[config.mk]
export PLATFORM = sky130hd
export DESIGN_NAME = blit_seq
export DESIGN_NICKNAME = d
export VERILOG_FILES = /design/src/rtl/blit_seq_pkg.sv /design/src/rtl/blit_src.sv /design/src/rtl/blit_dst.sv /design/src/rtl/blit_seq.sv
export SDC_FILE = /design/constraint.sdc
export NUM_CORES = 1
export LEC_CHECK = 0
export ABC_CLOCK_PERIOD_IN_PS = 3100
export BUFFER_PORTS_ARGS = -buffer_cell sky130_fd_sc_hd__buf_4
export CAP_MARGIN = 20
export CORE_ASPECT_RATIO = 0.8
export CORE_MARGIN = 2
export CORE_UTILIZATION = 35
export CTS_CLUSTER_DIAMETER = 60
export DETAILED_ROUTE_END_ITERATION = 10
export PLACE_DENSITY_LB_ADDON = 0.12
export SLEW_MARGIN = 20
export SYNTH_ARGS = -nofsm -noshare
export SYNTH_HDL_FRONTEND = slang
export SYNTH_SLANG_ARGS = --single-unit
[constraint.sdc]
create_clock -name clk -period 3.1 [get_ports clk]
set_input_delay 0.93 -clock clk [delete_from_list [all_inputs] [get_ports clk]]
set_output_delay 0.93 -clock clk [all_outputs]
set_load 0.01 [all_outputs]
[src/rtl/blit_seq_pkg.sv]
package blit_seq_pkg;
  typedef enum logic [1:0] {
    ST_IDLE = 2'd0,
    ST_RUN  = 2'd1,
    ST_PASS = 2'd2
  } seq_state_t;
endpackage

[src/rtl/blit_src.sv]
module blit_src #(
  parameter int DW      = 8,
  parameter int HALF_LG = 2,
  parameter int CNT_W   = 8,
  parameter int AW      = 16
) (
  input  logic               clk,
  input  logic               rst,
  input  logic               clear,
  input  logic               enable,
  input  logic [CNT_W-1:0]   total,
  input  logic [AW-1:0]      base,
  input  logic               ack,
  input  logic [DW-1:0]      wdata,
  output logic               req,
  output logic [AW-1:0]      addr,
  input  logic [HALF_LG-1:0] rd_idx,
  output logic [DW-1:0]      rd_data,
  input  logic               release_i,
  output logic               half_full,
  output logic [1:0]         full_pair,
  output logic               burst_end
);
  localparam int HALF = 1 << HALF_LG;

  logic [DW-1:0]      mem [2][HALF];
  logic [1:0]         full, full_nx;
  logic               wr_half, rd_half, gap;
  logic [HALF_LG-1:0] beat;
  logic [CNT_W-1:0]   bursts;
  logic               take;

  assign req       = enable && (bursts != total) && !full[wr_half] && !gap;
  assign take      = req && ack;
  assign burst_end = take && (&beat);
  assign addr      = base + AW'({bursts, beat});
  assign rd_data   = mem[rd_half][rd_idx];
  assign half_full = full[rd_half];
  assign full_pair = full;

  always_comb begin
    full_nx = full;
    if (release_i) full_nx[rd_half] = 1'b0;
    if (burst_end) full_nx[wr_half] = 1'b1;
  end

  always_ff @(posedge clk) begin
    if (take) mem[wr_half][beat] <= wdata;
  end

  always_ff @(posedge clk) begin
    if (rst || clear) begin
      full    <= '0;
      wr_half <= 1'b0;
      rd_half <= 1'b0;
      gap     <= 1'b0;
      beat    <= '0;
      bursts  <= '0;
    end else begin
      full <= full_nx;
      gap  <= burst_end;
      if (take) beat <= beat + 1'b1;
      if (burst_end) begin
        wr_half <= ~wr_half;
        bursts  <= bursts + 1'b1;
      end
      if (release_i) rd_half <= ~rd_half;
    end
  end
endmodule

[src/rtl/blit_dst.sv]
module blit_dst #(
  parameter int DW      = 8,
  parameter int HALF_LG = 2,
  parameter int AW      = 16
) (
  input  logic               clk,
  input  logic               rst,
  input  logic               wr_en,
  input  logic [HALF_LG-1:0] wr_idx,
  input  logic [DW-1:0]      wr_data,
  input  logic               go,
  input  logic [AW-1:0]      half_base,
  input  logic               ack,
  output logic               req,
  output logic [AW-1:0]      addr,
  output logic [DW-1:0]      data,
  output logic               last,
  output logic               busy
);
  localparam int HALF = 1 << HALF_LG;

  logic [DW-1:0]      mem [HALF];
  logic [HALF_LG-1:0] idx;
  logic               take;

  assign req  = busy;
  assign take = busy && ack;
  assign last = take && (&idx);
  assign addr = half_base + AW'(idx);
  assign data = mem[idx];

  always_ff @(posedge clk) begin
    if (wr_en) mem[wr_idx] <= wr_data;
  end

  always_ff @(posedge clk) begin
    if (rst) begin
      busy <= 1'b0;
      idx  <= '0;
    end else begin
      if (go) busy <= 1'b1;
      else if (last) busy <= 1'b0;
      if (take) idx <= idx + 1'b1;
    end
  end
endmodule

[src/rtl/blit_seq.sv]
module blit_seq
  import blit_seq_pkg::*;
#(
  parameter int DW      = 8,
  parameter int HALF_LG = 2,
  parameter int CNT_W   = 8,
  parameter int AW      = 16
) (
  input  logic             clk,
  input  logic             rst,
  input  logic             start,
  input  logic [CNT_W-1:0] len_halves,
  input  logic [AW-1:0]    a_base,
  input  logic [AW-1:0]    b_base,
  output logic             a_req,
  input  logic             a_ack,
  output logic [AW-1:0]    a_addr,
  input  logic [DW-1:0]    a_data,
  output logic             b_req,
  input  logic             b_ack,
  output logic [AW-1:0]    b_addr,
  input  logic [DW-1:0]    b_data,
  output logic             d_req,
  input  logic             d_ack,
  output logic [AW-1:0]    d_addr,
  output logic [DW-1:0]    d_data,
  output logic             a_half_full,
  output logic             b_half_full,
  output logic             done
);
  function automatic logic [DW-1:0] blend_px(input logic [DW-1:0] x, input logic [DW-1:0] y);
    logic [DW:0] sum;
    sum = {1'b0, x} + {1'b0, y};
    return sum[DW:1];
  endfunction

  seq_state_t         state;
  logic [CNT_W-1:0]   len_q, drained;
  logic [AW-1:0]      a_base_q, b_base_q;
  logic [HALF_LG-1:0] pidx;

  logic job_start, zero_job, pass_start, pass_end, final_drain, src_en;
  logic [DW-1:0] a_rd, b_rd;
  logic [1:0] a_full_pair, b_full_pair;
  logic a_burst_end, b_burst_end, d_last, d_busy;
  logic [AW-1:0] half_base;

  assign job_start   = (state == ST_IDLE) && start && (len_halves != '0);
  assign zero_job    = (state == ST_IDLE) && start && (len_halves == '0);
  assign pass_start  = (state == ST_RUN) && a_half_full && b_half_full && !d_busy;
  assign pass_end    = (state == ST_PASS) && (&pidx);
  assign final_drain = d_last && (drained == len_q - 1'b1);
  assign src_en      = (state != ST_IDLE);
  assign half_base   = a_base_q + AW'({drained, {HALF_LG{1'b0}}});

  blit_src #(.DW(DW), .HALF_LG(HALF_LG), .CNT_W(CNT_W), .AW(AW)) u_src_a (
    .clk(clk), .rst(rst), .clear(job_start), .enable(src_en), .total(len_q),
    .base(a_base_q), .ack(a_ack), .wdata(a_data), .req(a_req), .addr(a_addr),
    .rd_idx(pidx), .rd_data(a_rd), .release_i(pass_end), .half_full(a_half_full),
    .full_pair(a_full_pair), .burst_end(a_burst_end)
  );

  blit_src #(.DW(DW), .HALF_LG(HALF_LG), .CNT_W(CNT_W), .AW(AW)) u_src_b (
    .clk(clk), .rst(rst), .clear(job_start), .enable(src_en), .total(len_q),
    .base(b_base_q), .ack(b_ack), .wdata(b_data), .req(b_req), .addr(b_addr),
    .rd_idx(pidx), .rd_data(b_rd), .release_i(pass_end), .half_full(b_half_full),
    .full_pair(b_full_pair), .burst_end(b_burst_end)
  );

  blit_dst #(.DW(DW), .HALF_LG(HALF_LG), .AW(AW)) u_dst (
    .clk(clk), .rst(rst), .wr_en(state == ST_PASS), .wr_idx(pidx),
    .wr_data(blend_px(a_rd, b_rd)), .go(pass_end), .half_base(half_base),
    .ack(d_ack), .req(d_req), .addr(d_addr), .data(d_data), .last(d_last),
    .busy(d_busy)
  );

  always_ff @(posedge clk) begin
    if (rst) begin
      state    <= ST_IDLE;
      len_q    <= '0;
      a_base_q <= '0;
      b_base_q <= '0;
      drained  <= '0;
      pidx     <= '0;
      done     <= 1'b0;
    end else begin
      done <= final_drain || zero_job;
      if (job_start) begin
        len_q    <= len_halves;
        a_base_q <= a_base;
        b_base_q <= b_base;
        drained  <= '0;
      end else if (d_last) begin
        drained <= drained + 1'b1;
      end
      if (pass_start) pidx <= '0;
      else if (state == ST_PASS) pidx <= pidx + 1'b1;
      case (state)
        ST_IDLE: if (job_start) state <= ST_RUN;
        ST_RUN: begin
          if (final_drain) state <= ST_IDLE;
          else if (pass_start) state <= ST_PASS;
        end
        ST_PASS: if (pass_end) state <= ST_RUN;
        default: state <= ST_IDLE;
      endcase
    end
  end
endmodule

Word level (Yosys, flattened, before mapping):

Memory sizes are Yosys's and may differ from the RTL's. A register that Yosys moved wholly into a read port is not among the register bits.
Cells that the tools add are included.

* memory bits (writable): 160
* ROM bits: 0
* latch bits: 0
* memories: 3
* register bits after elaboration: 86
* output and inout bits: 62
* word-level logic and storage cells: 165

* bitwise operators: 13
* reductions and logical operators: 45
* order comparisons: 13
* shift-type cells: 0
* divide/modulo/power cells: 0
* multiplexer cells: 49
* multiply operators: 0
* equality and inequality tests: 8
* add/sub/neg operators: 13

Memories
* u_src_a.mem: depth 2, width 32, read ports 1, clocked after memory_dff 1, wr ports 1, line blit_src.sv:26 `logic [DW-1:0] mem [2][HALF];`
* u_src_b.mem: depth 2, width 32, read ports 1, clocked after memory_dff 1, wr ports 1, line blit_src.sv:26
* u_dst.mem: depth 4, width 8, read ports 1, clocked after memory_dff 1, wr ports 1, line blit_dst.sv:22 `logic [DW-1:0] mem [HALF];`

Operators with widths (count)
* two-way mux 32 bit: 2
* adder 16 x 10 -> 16 bit: 3
* two-way mux 8 bit: 6
* binary-select mux 8 bit (select 2 bit): 2
* demux 8 bit (select 2 bit): 2
* logical AND 1 bit: 26
* adder 8 x 1 -> 8 bit (second input constant): 3
* two-way mux 1 bit: 22
* two-way mux 2 bit: 10
* adder 16 x 2 -> 16 bit: 1
* inequality test 8 bit: 2
* adder 8 x 8 -> 9 bit: 1
* >= comparator 3 bit (second input constant): 3
* NOT 2 -> 3 bit: 3
* adder 2 x 1 -> 2 bit (second input constant): 4
* == test 8 bit: 1
* zero test 8 bit: 1
* < comparator 1 x 2 -> 1 bit (second input constant): 4
* AND reduction 2 bit: 4
* nonzero test 8 bit: 1
* subtractor 8 x 1 -> 8 bit (second input constant): 1
* < comparator 3 x 1 -> 1 bit (second input constant): 2
* one-hot mux 2 bit (3 select lines): 1
* zero test 1 bit: 5
* other kinds (16): 31

Longest topological paths before layout:

* word-level depth: 9
* depth in mapped cells: 12
* gate-level depth less buffers: 11

Hierarchy:

From an unflattened synthesis, not the netlist that was laid out.

* cells, all modules: 1044
* area, all modules: 12584.6 µm²

By module, submodules not included
* blit_src at u_src_a: instances 1, area an instance 4007.6 µm², cells an instance 284
* blit_src at u_src_b: instances 1, area an instance 3956.3 µm², cells an instance 277
* blit_seq: instances 1, area an instance 2937.8 µm², cells an instance 375
* blit_dst: instances 1, area an instance 1682.9 µm², cells an instance 108

Worst setup path after synthesis:

OpenSTA, ideal clock, no wires.

* kind: register to register
* start: reg (tool-made name)
* end: mem u_dst.mem[0][7], data pin
* cell stages (with the launch flop): 13
* buffers on the path: 2
* setup time: 288 ps
* arrival time: 2932 ps
* setup slack: -120 ps
* clock period less this slack: 3220 ps
* path through: dfxtp_1 > buf_2 > buf_1 > mux4_2 > nand2_1 > nand2_1 > ha_1 > nor2b_1 > o21ai_0 > nand2b_1 > a21o_1 > a21oi_1 > o21ai_0

RTL lines (line)
* to (decl): blit_dst.sv:22

Worst setup path in the final report:

* start: reg a_base_q[1]
* end: out a_addr[11]

* word-level cells in the longest chain between the ends: 1

RTL lines
* from (decl): line blit_seq.sv:39 `logic [AW-1:0] a_base_q, b_base_q;`
* from (signal assigned): line blit_seq.sv:90 `a_base_q <= a_base;`
* adder 16 x 10 -> 16 bit: line blit_src.sv:36 `assign addr = base + AW'({bursts, beat});`
* to (decl): line blit_seq.sv:17 `output logic [AW-1:0] a_addr,`

Every way passes these cells.

==> flow_metrics.env <==
export IMPL_status="finished, violations left"
export IMPL_violations="setup timing"
export IMPL_relSlewSlack_pct=62.87
export IMPL_cts_tree="built"
export IMPL_fmax_mhz=277.1
export IMPL_synth_compound_area_share_pct=7.811
export IMPL_gr_total_overflow=0
export IMPL_critPathRequiredTime_ps=2170
export IMPL_path_clk_slew_ps=60
export IMPL_io_buffers=123
export IMPL_synth_top_cells_by_area="edfxtp_1 40%, dfxtp_1 15%, mux4_2 6.8%"
export IMPL_worstPathBufferInverterCount=3
export IMPL_crit_start="a_base_q[1]$_SDFFE_PP0P_"
export IMPL_clkLatencyLatePin_ps=550
export IMPL_placed_cell_area_mm2=0.01390
export IMPL_cpMostUsedCell="a21oi_2"
export IMPL_ios=124
export IMPL_dp_slack_ps=-183.1
export IMPL_yosysMostFrequentCell="edfxtp_1"
export IMPL_die_x_um=210.2
export IMPL_whs_ps=460.0
export IMPL_ir_worst_vdd_mv=0.2983
export IMPL_hpwl_um=20490
export IMPL_multi_input_area_mm2=0.005408
export IMPL_drtAntennaViolNets=0
export IMPL_final_hold_violation_count=0
export IMPL_grt_pass1_vias=7930
export IMPL_cts_htree_levels=1
export IMPL_area_delta_synth_final_pct=29.59
export IMPL_yosys_area_top_type="edfxtp_1"
export IMPL_synth_edf_count=160
export IMPL_critPathKind="reg2out"
export IMPL_wl_um=28870
export IMPL_slowest_stage="dfxtp_4"
export IMPL_syn_mean_instance_area_um2=11.77
export IMPL_antenna_cells=0
export IMPL_rsz0062_at_grt="yes"
export IMPL_crit_path_start_kind="register"
export IMPL_cts_hold_buf=0
export IMPL_skew_ps=16.78
export IMPL_setup_viol=31
export IMPL_vias=8049
export IMPL_post_drt_wl_per_cell_um=17.25
export IMPL_cts_made_buffers=28
export IMPL_cap_violations=0
export IMPL_synth_mux_area_share_pct=8.379
export IMPL_fin_setup_tns_ps=-9123
export IMPL_endpoint_kind="output port"
export IMPL_ys_seq_area_share_pct=55.51
export IMPL_ys_seq_elements=250
export IMPL_crit_cells=11
export IMPL_reg2regPathDepth=10
export IMPL_reg2reg_to="u_dst.mem[2][6]$_DFFE_PP_"
export IMPL_grt_max_degree=41
export IMPL_start_util_pct=35.47
export IMPL_die_h_um=168.9
export IMPL_r2r_slack_ps=230
export IMPL_fin_crit_sh_pct=116.4
export IMPL_cp_top_family="compound AO/OA/AOI/OAI gates"
export IMPL_holdCritPathClass="reg2reg"
export IMPL_cp_endpoint="a_addr[11]"
export IMPL_nets=1339
export IMPL_netlist_top_cells_count="160 x edfxtp_1, 150 x nand2_1, 90 x dfxtp_1"
export IMPL_path_cells="buf_6, buf_12, ha_4, a21o_1, a21oi_2, o21ai_2, a41o_1, a21oi_2, nand2b_4, xnor2_2, buf_4"
export IMPL_synth_top_family_by_area="simple AND/OR/NAND/NOR gates"
export IMPL_dieArea_mm2=0.03550
export IMPL_synthSimpleGateAreaFrac_pct=11.96
export IMPL_core_mm2=0.03356
export IMPL_tightestPinTransition_ps=556.2
export IMPL_arrival_ps=2680
export IMPL_netlist_area_mm2=0.01190
export IMPL_drc=0
export IMPL_design_area_mm2=0.01542
export IMPL_leakage_nw=5.936
export IMPL_ys_types=64
export IMPL_powerDensity_mw_per_mm2=508.0
export IMPL_async_reset_ff_share_pct=0
export IMPL_synth_fa_ha_area_share_pct=6.350
export IMPL_syn_num_nets=1131
export IMPL_grt_pass1_wl_um=44950
export IMPL_post_route_min_period_ps=3608
export IMPL_clock_sinks=250
export IMPL_regArea_mm2=0.006630
export IMPL_clock_root_buffer="clkbuf_16"
export IMPL_yosys_warnings=0
export IMPL_setup_slack_ps=-508.3
export IMPL_utilization_pct=45.96
export IMPL_antenna_found_initial=1
export IMPL_synth_xor_area_share_pct=7.212
export IMPL_final_max_slew_violation_count=0
export IMPL_viasPerCell=4.808
export IMPL_drive_above_1_share_pct=31.37
export IMPL_gp_congestion=0.8024
export IMPL_fp_row_count=60
export IMPL_yosys_most_used_dff="edfxtp_1"
export IMPL_critPathMaxStageDelay_ps=360
export IMPL_critPathMaxFanout=3
export IMPL_fillCellCount=3100
export IMPL_clockBufferDepth=3
export IMPL_synthCells=1011
export IMPL_drt_pass1_iterations=5
export IMPL_min_path_cells=2
export IMPL_synth_top_area_share_pct=40.37
export IMPL_drt_initial_drc_count=418
export IMPL_grt_use_total_pct=16.16
[worst min-delay path by stage]
stage                                   startpoint                       end
after floorplan           b_base_q[0]$_SDFFE_PP0P_  b_base_q[0]$_SDFFE_PP0P_
after global placement    b_base_q[9]$_SDFFE_PP0P_  b_base_q[9]$_SDFFE_PP0P_
after detailed placement  b_base_q[9]$_SDFFE_PP0P_  b_base_q[9]$_SDFFE_PP0P_
after CTS                 b_base_q[9]$_SDFFE_PP0P_  b_base_q[9]$_SDFFE_PP0P_
after global routing      b_base_q[7]$_SDFFE_PP0P_  b_base_q[7]$_SDFFE_PP0P_
final                     b_base_q[7]$_SDFFE_PP0P_  b_base_q[7]$_SDFFE_PP0P_
[repair_timing]
action,in CTS,in global routing
pin swaps,47,33
setup endpoints to repair,35,48
setup buffers,4,7
resized for setup,86,28
[power by group]
group	total [mW]	switching, mW	internal (mW)
sequential	3.67	0.0548	3.61
combinational	0.710	0.384	0.326
clock	3.46	1.35	2.11
[tightest hold or removal path: cells and delay by family, from the launching register on]
family | cells | cell delay, ps
flops | 1 | 310
simple gates | 1 | 50
compound gates | 1 | 50
[sequential cells by signal (all words and copies together), names as in the netlist, 2 cells and up, named ones only]
| name | flops |
|---|---|
| a_base_q | 16 |
| u_src_a.full_pair | 2 |
| u_src_b.mem | 64 |
| u_src_b.bursts | 8 |
| u_src_a.mem | 64 |
| drained | 8 |
| b_base_q | 16 |
| state | 2 |
| u_src_a.beat | 2 |
| len_q | 8 |
| u_src_b.beat | 2 |
| pidx | 2 |
| u_dst.mem | 32 |
| u_src_a.bursts | 8 |
| u_src_b.full_pair | 2 |
| u_dst.idx | 2 |
[through the flow]
step           cells  total power [mW]
2_1_floorplan   1011             4.096
3_3_place_gp    1616             4.402
3_5_place_dp    1616             4.407
4_1_cts         1669             7.907
5_1_grt         1674             8.123
6_report        1674             7.835
[cells in the final DEF (no fill, tap or decap), types with 8 or more instances in the layout]
cell type / Yosys / layout
xor2_1: 38 / 37
mux2i_1: 13 / 13
nor2_1: 80 / 76
edfxtp_1: 160 / 160
nand4_1: 11 / 11
dfxtp_2: 0 / 10
buf_4: 1 / 208
xnor2_1: 60 / 53
a21oi_1: 76 / 68
nor3_1: 16 / 16
a21oi_2: 0 / 8
ha_1: 54 / 42
clkbuf_16: 0 / 29
o21ai_0: 24 / 13
mux4_2: 36 / 36
dfxtp_1: 90 / 77
o21a_1: 10 / 10
o21ai_2: 0 / 10
clkinv_1: 0 / 8
ha_4: 0 / 11
nand2_1: 150 / 150
inv_1: 41 / 38
nand3_1: 13 / 11
[cells by family (layout without fill, tap and decap cells)]
family / count (synthesis) / after routing
XOR/XNOR: 98 / 98
AO/OA/AOI/OAI: 149 / 149
adder cells (fa/ha/maj): 58 / 58
multiplexers: 54 / 54
buffers and inverters: 82 / 311
AND/OR/NAND/NOR: 320 / 320
flip-flops: 250 / 250
[cell type report]
type,instances,area share [%]
clock buffer,31,4.754
clock inverter,20,1.509
inverter,41,1.014
multi-input combinational,679,35.06
sequential,250,42.99
tap,434,3.521
timing repair buffer,219,11.15
[routing by layer]
layer / GRT usage [%] / up-vias / share of wire, %
met3: 2.913 / 46 / 4.1
li1: - / 4029 / -
met4: 3.762 / 2 / 2.1
met5: 0 / - / 0.055
met2: 24.09 / 120 / 43
met1: 24.32 / 3852 / 51
No activity file was read; power rests on OpenSTA's default activity.
